$ cat src/rtl/eepw_pkg.sv
package eepw_pkg;

    localparam int ADDR_W = 16;

    localparam logic [7:0] OP_WREN   = 8'h06;
    localparam logic [7:0] OP_PROG   = 8'h02;
    localparam logic [7:0] OP_RDSR   = 8'h05;
    localparam logic [7:0] FILL_BYTE = 8'hFF;
    localparam logic [7:0] DUMMY     = 8'h00;
    localparam int         WIP_BIT   = 0;

    typedef enum logic [3:0] {
        ST_IDLE,
        ST_GAP,
        ST_POLL_OP,
        ST_POLL_RD,
        ST_WREN,
        ST_PROG_OP,
        ST_ADDR_HI,
        ST_ADDR_LO,
        ST_DATA,
        ST_DONE
    } seq_state_e;

    typedef struct packed {
        logic [ADDR_W-1:0] addr;
        logic              erase;
    } job_t;

    function automatic logic drives_bus(seq_state_e s);
        return (s == ST_POLL_OP) || (s == ST_POLL_RD) || (s == ST_WREN) ||
               (s == ST_PROG_OP) || (s == ST_ADDR_HI) || (s == ST_ADDR_LO) ||
               (s == ST_DATA);
    endfunction

endpackage

$ cat src/rtl/eepw_shifter.sv
module eepw_shifter #(
    parameter int CLK_DIV = 4
) (
    input  logic       clk,
    input  logic       rst,
    input  logic       go,
    input  logic [7:0] tx,
    input  logic       miso,
    output logic       sck,
    output logic       mosi,
    output logic       busy,
    output logic       fin,
    output logic [7:0] rx
);
    localparam int CNT_W = $clog2(CLK_DIV + 1);
    localparam logic [CNT_W-1:0] CNT_LAST = CNT_W'(CLK_DIV - 1);

    logic [7:0]       sh_q;
    logic [7:0]       rx_q;
    logic [CNT_W-1:0] cnt_q;
    logic [2:0]       bit_q;
    logic             high_q;
    logic             busy_q;
    logic             fin_q;

    always_ff @(posedge clk) begin
        if (rst) begin
            sh_q   <= '0;
            rx_q   <= '0;
            cnt_q  <= '0;
            bit_q  <= '0;
            high_q <= 1'b0;
            busy_q <= 1'b0;
            fin_q  <= 1'b0;
        end else begin
            fin_q <= 1'b0;
            if (!busy_q) begin
                if (go) begin
                    sh_q   <= tx;
                    busy_q <= 1'b1;
                    cnt_q  <= '0;
                    bit_q  <= '0;
                    high_q <= 1'b0;
                end
            end else if (cnt_q == CNT_LAST) begin
                cnt_q <= '0;
                if (!high_q) begin
                    high_q <= 1'b1;
                end else begin
                    high_q <= 1'b0;
                    rx_q   <= {rx_q[6:0], miso};
                    sh_q   <= {sh_q[6:0], 1'b0};
                    bit_q  <= bit_q + 3'd1;
                    if (bit_q == 3'd7) begin
                        busy_q <= 1'b0;
                        fin_q  <= 1'b1;
                    end
                end
            end else begin
                cnt_q <= cnt_q + 1'b1;
            end
        end
    end

    assign sck  = busy_q & high_q;
    assign mosi = sh_q[7];
    assign busy = busy_q;
    assign fin  = fin_q;
    assign rx   = rx_q;

    // a byte is only launched into an idle shifter
    p_go_idle_r8: assert property (@(posedge clk) disable iff (rst)
        go |-> !busy_q);

endmodule

$ cat src/rtl/eepw_ctrl.sv
module eepw_ctrl
    import eepw_pkg::*;
#(
    parameter int LEN_W      = 16,
    parameter int PAGE_BITS  = 6,
    parameter int POLL_LIMIT = 1000,
    parameter int CS_GAP     = 4
) (
    input  logic              clk,
    input  logic              rst,
    input  logic              start,
    input  logic [ADDR_W-1:0] start_addr,
    input  logic [LEN_W-1:0]  length,
    input  logic              erase,
    input  logic [7:0]        in_data,
    input  logic              in_valid,
    output logic              in_ready,
    output logic              sh_go,
    output logic [7:0]        sh_tx,
    input  logic              sh_busy,
    input  logic              sh_fin,
    input  logic [7:0]        sh_rx,
    output logic              cs_n,
    output logic              busy,
    output logic              done,
    output logic              timeout
);
    localparam int GAP_W = $clog2(CS_GAP + 1);
    localparam int TRY_W = $clog2(POLL_LIMIT + 1);
    localparam logic [GAP_W-1:0] GAP_LAST = GAP_W'(CS_GAP - 1);
    localparam logic [TRY_W-1:0] TRY_LAST = TRY_W'(POLL_LIMIT - 1);

    seq_state_e       state_q;
    seq_state_e       after_gap_q;
    logic [GAP_W-1:0] gap_q;
    logic [TRY_W-1:0] tries_q;
    job_t             job_q;
    logic [LEN_W-1:0] left_q;
    logic             inflight_q;
    logic             to_q;

    logic on_bus;
    logic byte_ok;
    logic page_end;
    logic last_byte;

    assign on_bus    = drives_bus(state_q);
    assign byte_ok   = (state_q != ST_DATA) || job_q.erase || in_valid;
    assign page_end  = &job_q.addr[PAGE_BITS-1:0];
    assign last_byte = (left_q == LEN_W'(1));

    assign sh_go    = on_bus && !inflight_q && byte_ok;
    assign in_ready = (state_q == ST_DATA) && !inflight_q && !job_q.erase;
    assign cs_n     = !on_bus;
    assign busy     = (state_q != ST_IDLE);
    assign done     = (state_q == ST_DONE);
    assign timeout  = (state_q == ST_DONE) && to_q;

    always_comb begin
        case (state_q)
            ST_POLL_OP: sh_tx = OP_RDSR;
            ST_WREN:    sh_tx = OP_WREN;
            ST_PROG_OP: sh_tx = OP_PROG;
            ST_ADDR_HI: sh_tx = job_q.addr[15:8];
            ST_ADDR_LO: sh_tx = job_q.addr[7:0];
            ST_DATA:    sh_tx = job_q.erase ? FILL_BYTE : in_data;
            default:    sh_tx = DUMMY;
        endcase
    end

    always_ff @(posedge clk) begin
        if (rst) begin
            state_q     <= ST_IDLE;
            after_gap_q <= ST_POLL_OP;
            gap_q       <= '0;
            tries_q     <= '0;
            job_q       <= '0;
            left_q      <= '0;
            inflight_q  <= 1'b0;
            to_q        <= 1'b0;
        end else begin
            if (sh_go) begin
                inflight_q <= 1'b1;
            end else if (sh_fin) begin
                inflight_q <= 1'b0;
            end
            case (state_q)
                ST_IDLE: begin
                    if (start) begin
                        job_q.addr  <= start_addr;
                        job_q.erase <= erase;
                        left_q      <= length;
                        tries_q     <= '0;
                        to_q        <= 1'b0;
                        gap_q       <= '0;
                        after_gap_q <= ST_POLL_OP;
                        state_q     <= ST_GAP;
                    end
                end
                ST_GAP: begin
                    if (gap_q == GAP_LAST) begin
                        gap_q   <= '0;
                        state_q <= after_gap_q;
                    end else begin
                        gap_q <= gap_q + 1'b1;
                    end
                end
                ST_POLL_OP: if (sh_fin) state_q <= ST_POLL_RD;
                ST_POLL_RD: begin
                    if (sh_fin) begin
                        if (!sh_rx[WIP_BIT]) begin
                            tries_q <= '0;
                            if (left_q == '0) begin
                                state_q <= ST_DONE;
                            end else begin
                                after_gap_q <= ST_WREN;
                                state_q     <= ST_GAP;
                            end
                        end else if (tries_q == TRY_LAST) begin
                            to_q    <= 1'b1;
                            state_q <= ST_DONE;
                        end else begin
                            tries_q     <= tries_q + 1'b1;
                            after_gap_q <= ST_POLL_OP;
                            state_q     <= ST_GAP;
                        end
                    end
                end
                ST_WREN: begin
                    if (sh_fin) begin
                        after_gap_q <= ST_PROG_OP;
                        state_q     <= ST_GAP;
                    end
                end
                ST_PROG_OP: if (sh_fin) state_q <= ST_ADDR_HI;
                ST_ADDR_HI: if (sh_fin) state_q <= ST_ADDR_LO;
                ST_ADDR_LO: if (sh_fin) state_q <= ST_DATA;
                ST_DATA: begin
                    if (sh_fin) begin
                        job_q.addr <= job_q.addr + 1'b1;
                        left_q     <= left_q - 1'b1;
                        if (last_byte || page_end) begin
                            after_gap_q <= ST_POLL_OP;
                            state_q     <= ST_GAP;
                        end
                    end
                end
                ST_DONE: state_q <= ST_IDLE;
                default: state_q <= ST_IDLE;
            endcase
        end
    end

    // an accepted stream byte goes straight into the shifter
    p_accept_shifts_r10: assert property (@(posedge clk) disable iff (rst)
        (in_valid && in_ready) |=> sh_busy);

    // a start during a job leaves the latched mode untouched
    p_start_ignored_r11: assert property (@(posedge clk) disable iff (rst)
        (busy && start) |=> $stable(job_q.erase));

endmodule

$ cat src/rtl/eeprom_page_writer.sv
module eeprom_page_writer
    import eepw_pkg::*;
#(
    parameter int CLK_DIV    = 4,
    parameter int LEN_W      = 16,
    parameter int PAGE_BYTES = 64,
    parameter int POLL_LIMIT = 1000,
    parameter int CS_GAP     = 4
) (
    input  logic             clk,
    input  logic             rst,
    input  logic             start,
    input  logic [15:0]      start_addr,
    input  logic [LEN_W-1:0] length,
    input  logic             erase,
    input  logic [7:0]       in_data,
    input  logic             in_valid,
    output logic             in_ready,
    output logic             sck,
    output logic             cs_n,
    output logic             mosi,
    input  logic             miso,
    output logic             busy,
    output logic             done,
    output logic             timeout
);
    localparam int PAGE_BITS = $clog2(PAGE_BYTES);
    localparam int GAP_W     = $clog2(CS_GAP + 1);

    logic       sh_go;
    logic [7:0] sh_tx;
    logic       sh_busy;
    logic       sh_fin;
    logic [7:0] sh_rx;

    eepw_ctrl #(
        .LEN_W      (LEN_W),
        .PAGE_BITS  (PAGE_BITS),
        .POLL_LIMIT (POLL_LIMIT),
        .CS_GAP     (CS_GAP)
    ) u_ctrl (
        .clk        (clk),
        .rst        (rst),
        .start      (start),
        .start_addr (start_addr),
        .length     (length),
        .erase      (erase),
        .in_data    (in_data),
        .in_valid   (in_valid),
        .in_ready   (in_ready),
        .sh_go      (sh_go),
        .sh_tx      (sh_tx),
        .sh_busy    (sh_busy),
        .sh_fin     (sh_fin),
        .sh_rx      (sh_rx),
        .cs_n       (cs_n),
        .busy       (busy),
        .done       (done),
        .timeout    (timeout)
    );

    eepw_shifter #(
        .CLK_DIV (CLK_DIV)
    ) u_shift (
        .clk  (clk),
        .rst  (rst),
        .go   (sh_go),
        .tx   (sh_tx),
        .miso (miso),
        .sck  (sck),
        .mosi (mosi),
        .busy (sh_busy),
        .fin  (sh_fin),
        .rx   (sh_rx)
    );

    // run length of chip select high, saturating at CS_GAP
    logic [GAP_W-1:0] cs_hi_run;
    always_ff @(posedge clk) begin
        if (rst) begin
            cs_hi_run <= '0;
        end else if (!cs_n) begin
            cs_hi_run <= '0;
        end else if (cs_hi_run != GAP_W'(CS_GAP)) begin
            cs_hi_run <= cs_hi_run + 1'b1;
        end
    end

    p_sck_idle_r8: assert property (@(posedge clk) disable iff (rst)
        cs_n |-> !sck);

    p_mosi_hold_r8: assert property (@(posedge clk) disable iff (rst)
        (sck && $past(sck)) |-> $stable(mosi));

    p_cs_gap_r9: assert property (@(posedge clk) disable iff (rst)
        $fell(cs_n) |-> (cs_hi_run >= GAP_W'(CS_GAP)));

    p_to_quiet_r6: assert property (@(posedge clk) disable iff (rst)
        timeout |=> cs_n);

    p_done_pulse_r13: assert property (@(posedge clk) disable iff (rst)
        done |=> (!done && !busy));

endmodule

$ cat config.mk
export PLATFORM = sky130hd
export DESIGN_NAME = eeprom_page_writer
export DESIGN_NICKNAME = d
export VERILOG_FILES = /design/src/rtl/eepw_pkg.sv /design/src/rtl/eepw_shifter.sv /design/src/rtl/eepw_ctrl.sv /design/src/rtl/eeprom_page_writer.sv
export SDC_FILE = /design/constraint.sdc
export NUM_CORES = 1
export LEC_CHECK = 0
export ABC_AREA = 1
export BUFFER_PORTS_ARGS = -buffer_cell sky130_fd_sc_hd__buf_4
export CORE_ASPECT_RATIO = 1.2
export CORE_MARGIN = 10
export CORE_UTILIZATION = 45
export CTS_CLUSTER_DIAMETER = 60
export DETAILED_ROUTE_END_ITERATION = 16
export MAX_ROUTING_LAYER = met4
export PLACE_DENSITY_LB_ADDON = 0.3
export SLEW_MARGIN = 25
export SYNTH_ARGS = -nofsm -noshare
export SYNTH_HDL_FRONTEND = slang
export SYNTH_SLANG_ARGS = --single-unit
export TNS_END_PERCENT = 5
$ cat constraint.sdc
create_clock -name clk -period 1.6 [get_ports clk]
set_input_delay 0.48 -clock clk [delete_from_list [all_inputs] [get_ports clk]]
set_output_delay 0.48 -clock clk [all_outputs]
set_load 0.1 [all_outputs]
==> results_dict.tcl <==
set metrics [dict create \
    yosys.area.top_type_share_pct 31.5 \
    clock-sinks 73 \
    cp_max_fo 4 \
    final_cell_mix "186 x nand2_1, 106 x buf_4, 84 x nor2_1" \
    multiInputGateArea_um2 2850 \
    clock_path_buffers 2 \
    worst_slack_ns -0.222 \
    core_um2 10100 \
    cpPeakStageDelay_ns 0.36 \
    wire_per_inst_um 14.4 \
    fmax_ghz 0.549 \
    cp_data_required_time_ns 1.12 \
    drcViolationCount 0 \
    mostFrequentLayoutCell "nand2_1" \
    cp-endpoint "busy" \
    die_h_um 131 \
    cts_made_buffers 9 \
    r2r-start "u_ctrl.state_q[0]" \
    insertion_delay_ns 0.34 \
    cts-root-buf "clkbuf_16" \
    grt_first_pass_wirelength_mm 23.1 \
    placed_cell_area_um2 5590 \
    r2r_cells 12 \
    drt_iter0_drc 299 \
    r2r_setup_slack_ns -0.10 \
    io_pins 53 \
    gp_congestion 0.934 \
    antenna_cells 0 \
    finalSetupViolCount 30 \
    max-slew-margin-rel_pct 77.4 \
    period_needed_ns 1.82 \
    ant_nets 0 \
    critPathLaunchType "flip-flop" \
    grt_usage_pct 18.9 \
    layout-drive-gt1-share_pct 25.2 \
    synth.area.mux_share_pct 0 \
    fp.dieW_um 113 \
    synth_top_family_by_area "simple AND/OR/NAND/NOR gates" \
    gr-total-overflow 0 \
    ff_latch_area_um2 1470 \
    yosys_warnings 0 \
    finalSetupTns_ns -1.63 \
    synthTopCellsByArea "dfxtp_1 32%, nand2_1 16%, nor2_1 7.5%" \
    synthDistinctLibCells 41 \
    grt_pass1_vias 4939 \
    cts_tree "built" \
    hp-class "in -> reg" \
    timing.rr.end "u_ctrl.state_q[1]" \
    port_buffers 52 \
    leakagePower_nw 2.83 \
    arrival_ns 1.34 \
    syn_to_final_growth_pct 33.9 \
    drt-total-wl_mm 14.0 \
    violations "negative setup slack" \
    path_common_cell "nor2_4" \
    netlist_area_um2 4630 \
    synth_compound_area_share_pct 17.0 \
    setup.worst_path.start "u_ctrl.state_q[0]" \
    synth_fp_nets 787 \
    synth-seq-cells 73 \
    period_share_pct 114 \
    irDropWorstVdd_v 0.00126 \
    drv_cap 0 \
    dr.pass1.iters 5 \
    finalClockSkew_ns 0.00499 \
    hold_slack_ns 0.388 \
    rows 40 \
    viasPerCell 5.27 \
    postSynthCellCount 733 \
    postSynthAreaPerCell_um2 6.32 \
    power_density_nw_per_um2 1710 \
    final_core_util_pct 61.7 \
    fin_nets 895 \
    antenna_found_initial 0 \
    synth-simple-area-share_pct 37.4 \
    slowest_stage "dfxtp_4" \
    dp_hpwl_mm 10.4 \
    hold_viol 0 \
    fin_area_um2 6200 \
    run_status "complete, but fails checks" \
    synth-xor-area-share_pct 1.51 \
    seq_area_frac_synth_pct 31.5 \
    dieArea_um2 14800 \
    cp-end-kind "primary output" \
    postCtsHoldBufs 0 \
    initial_core_util_pct 46.1 \
    path_cells "nor2_4, inv_2, nor2_4, buf_6, inv_4, buf_12" \
    synthAdderAreaFrac_pct 2.16 \
    nFillCells 955 \
    grt_start_max_net_pins 47 \
    synth_area_leader_cell "dfxtp_1" \
    cts_htree_levels 3 \
    slew_viol_final 0 \
    worstMarginPinSlew_ns 0.338 \
    crit_type "reg -> out" \
    vias 5119 \
    clkTransAtPathRegs_ns 0.06 \
    rsz0062_at_grt "true" \
    finalPower_mw 10.6 \
]
-- timing repair --
| action | CTS | global route |
|---|---|---|
| endpoints found under the setup margin | 41 | 70 |
| gates resized for setup | 38 | 27 |
| setup buffers | 6 | 0 |
| pin swaps | 12 | 4 |
-- synth_stat cells (all sizes together) --
master / instances
nand4: 9
nand3b: 3
inv: 82
nor3b: 1
nor3: 13
clkbuf: 8
or2: 5
a21oi: 47
buf: 17
a211oi: 3
ha: 8
o22ai: 2
nand3: 60
o21ai: 62
xnor2: 3
xor2: 5
o21bai: 4
clkinv: 2
nand2: 202
a31oi: 12
a221oi: 1
nor2: 103
o211ai: 7
o21a: 1
dfxtp: 73
-- worst max-delay path: cells and delay by family (launching register included) --
family,cells,cell delay [ns]
buffers and inverters,4,0.37
flip-flops,1,0.36
AND/OR/NAND/NOR,2,0.26
-- state kept, by name, summed over array words and instances, names as in the netlist --
name	flops
u_ctrl.after_gap_q	3
u_shift.cnt_q	3
u_shift.busy	1
u_ctrl.to_q	1
u_shift.bit_q	3
u_shift.sh_q	8
u_shift.rx	1
u_ctrl.job_q	17
u_shift.fin	1
u_ctrl.state_q	4
u_ctrl.inflight_q	1
u_ctrl.left_q	16
u_shift.high_q	1
u_ctrl.tries_q	10
u_ctrl.gap_q	3
-- logic make-up after synthesis --
| logic type | Yosys count |
|---|---|
| buf+inv | 109 |
| compound gates | 139 |
| flops | 73 |
| xor+xnor | 8 |
| fa+ha+maj | 8 |
| simple gates | 396 |
-- metrics by stage --
stage / cells / worst slack (ns)
floorplan: 733 / -0.567
global placement: 950 / -0.0266
detailed placement: 950 / -0.0499
CTS: 972 / -0.209
global route: 972 / -0.260
finish: 972 / -0.222
-- final cells by class --
class / count / area share, %
Timing Repair Buffer: 122 / 17.1
Clock buffer: 10 / 3.69
Inverter: 84 / 5.16
Tap cell: 126 / 2.54
Multi-Input combinational cell: 551 / 45.9
Clock inverter: 6 / 1.86
Sequential cell: 73 / 23.8
-- worst min-delay path by stage --
stage                                start          endpoint  cells after the start
after detailed placement   u_shift.sh_q[0]   u_shift.sh_q[0]                      2
final                            length[1]  u_ctrl.left_q[1]                      3
after global routing             length[1]  u_ctrl.left_q[1]                      3
after floorplan           u_shift.bit_q[1]  u_shift.bit_q[1]                      2
after CTS                        length[1]  u_ctrl.left_q[1]                      3
after global placement    u_shift.bit_q[2]  u_shift.bit_q[2]                      2
-- routing by layer --
layer  global-route usage, %  vias up  part of all wire (%)
met5                       -        -                     0
met4                    8.26        0                   2.0
met3                    2.69       23                   4.2
met2                    31.8      122                    50
met1                    21.6     2369                    44
li1                        -     2605                     -
-- report_power, final --
group	switching, mW	total [mW]	internal (mW)
sequential	0.418	2.68	2.26
combinational	3.33	5.54	2.21
clock	0.852	2.39	1.53
Power figures use the tool's default switching activity.
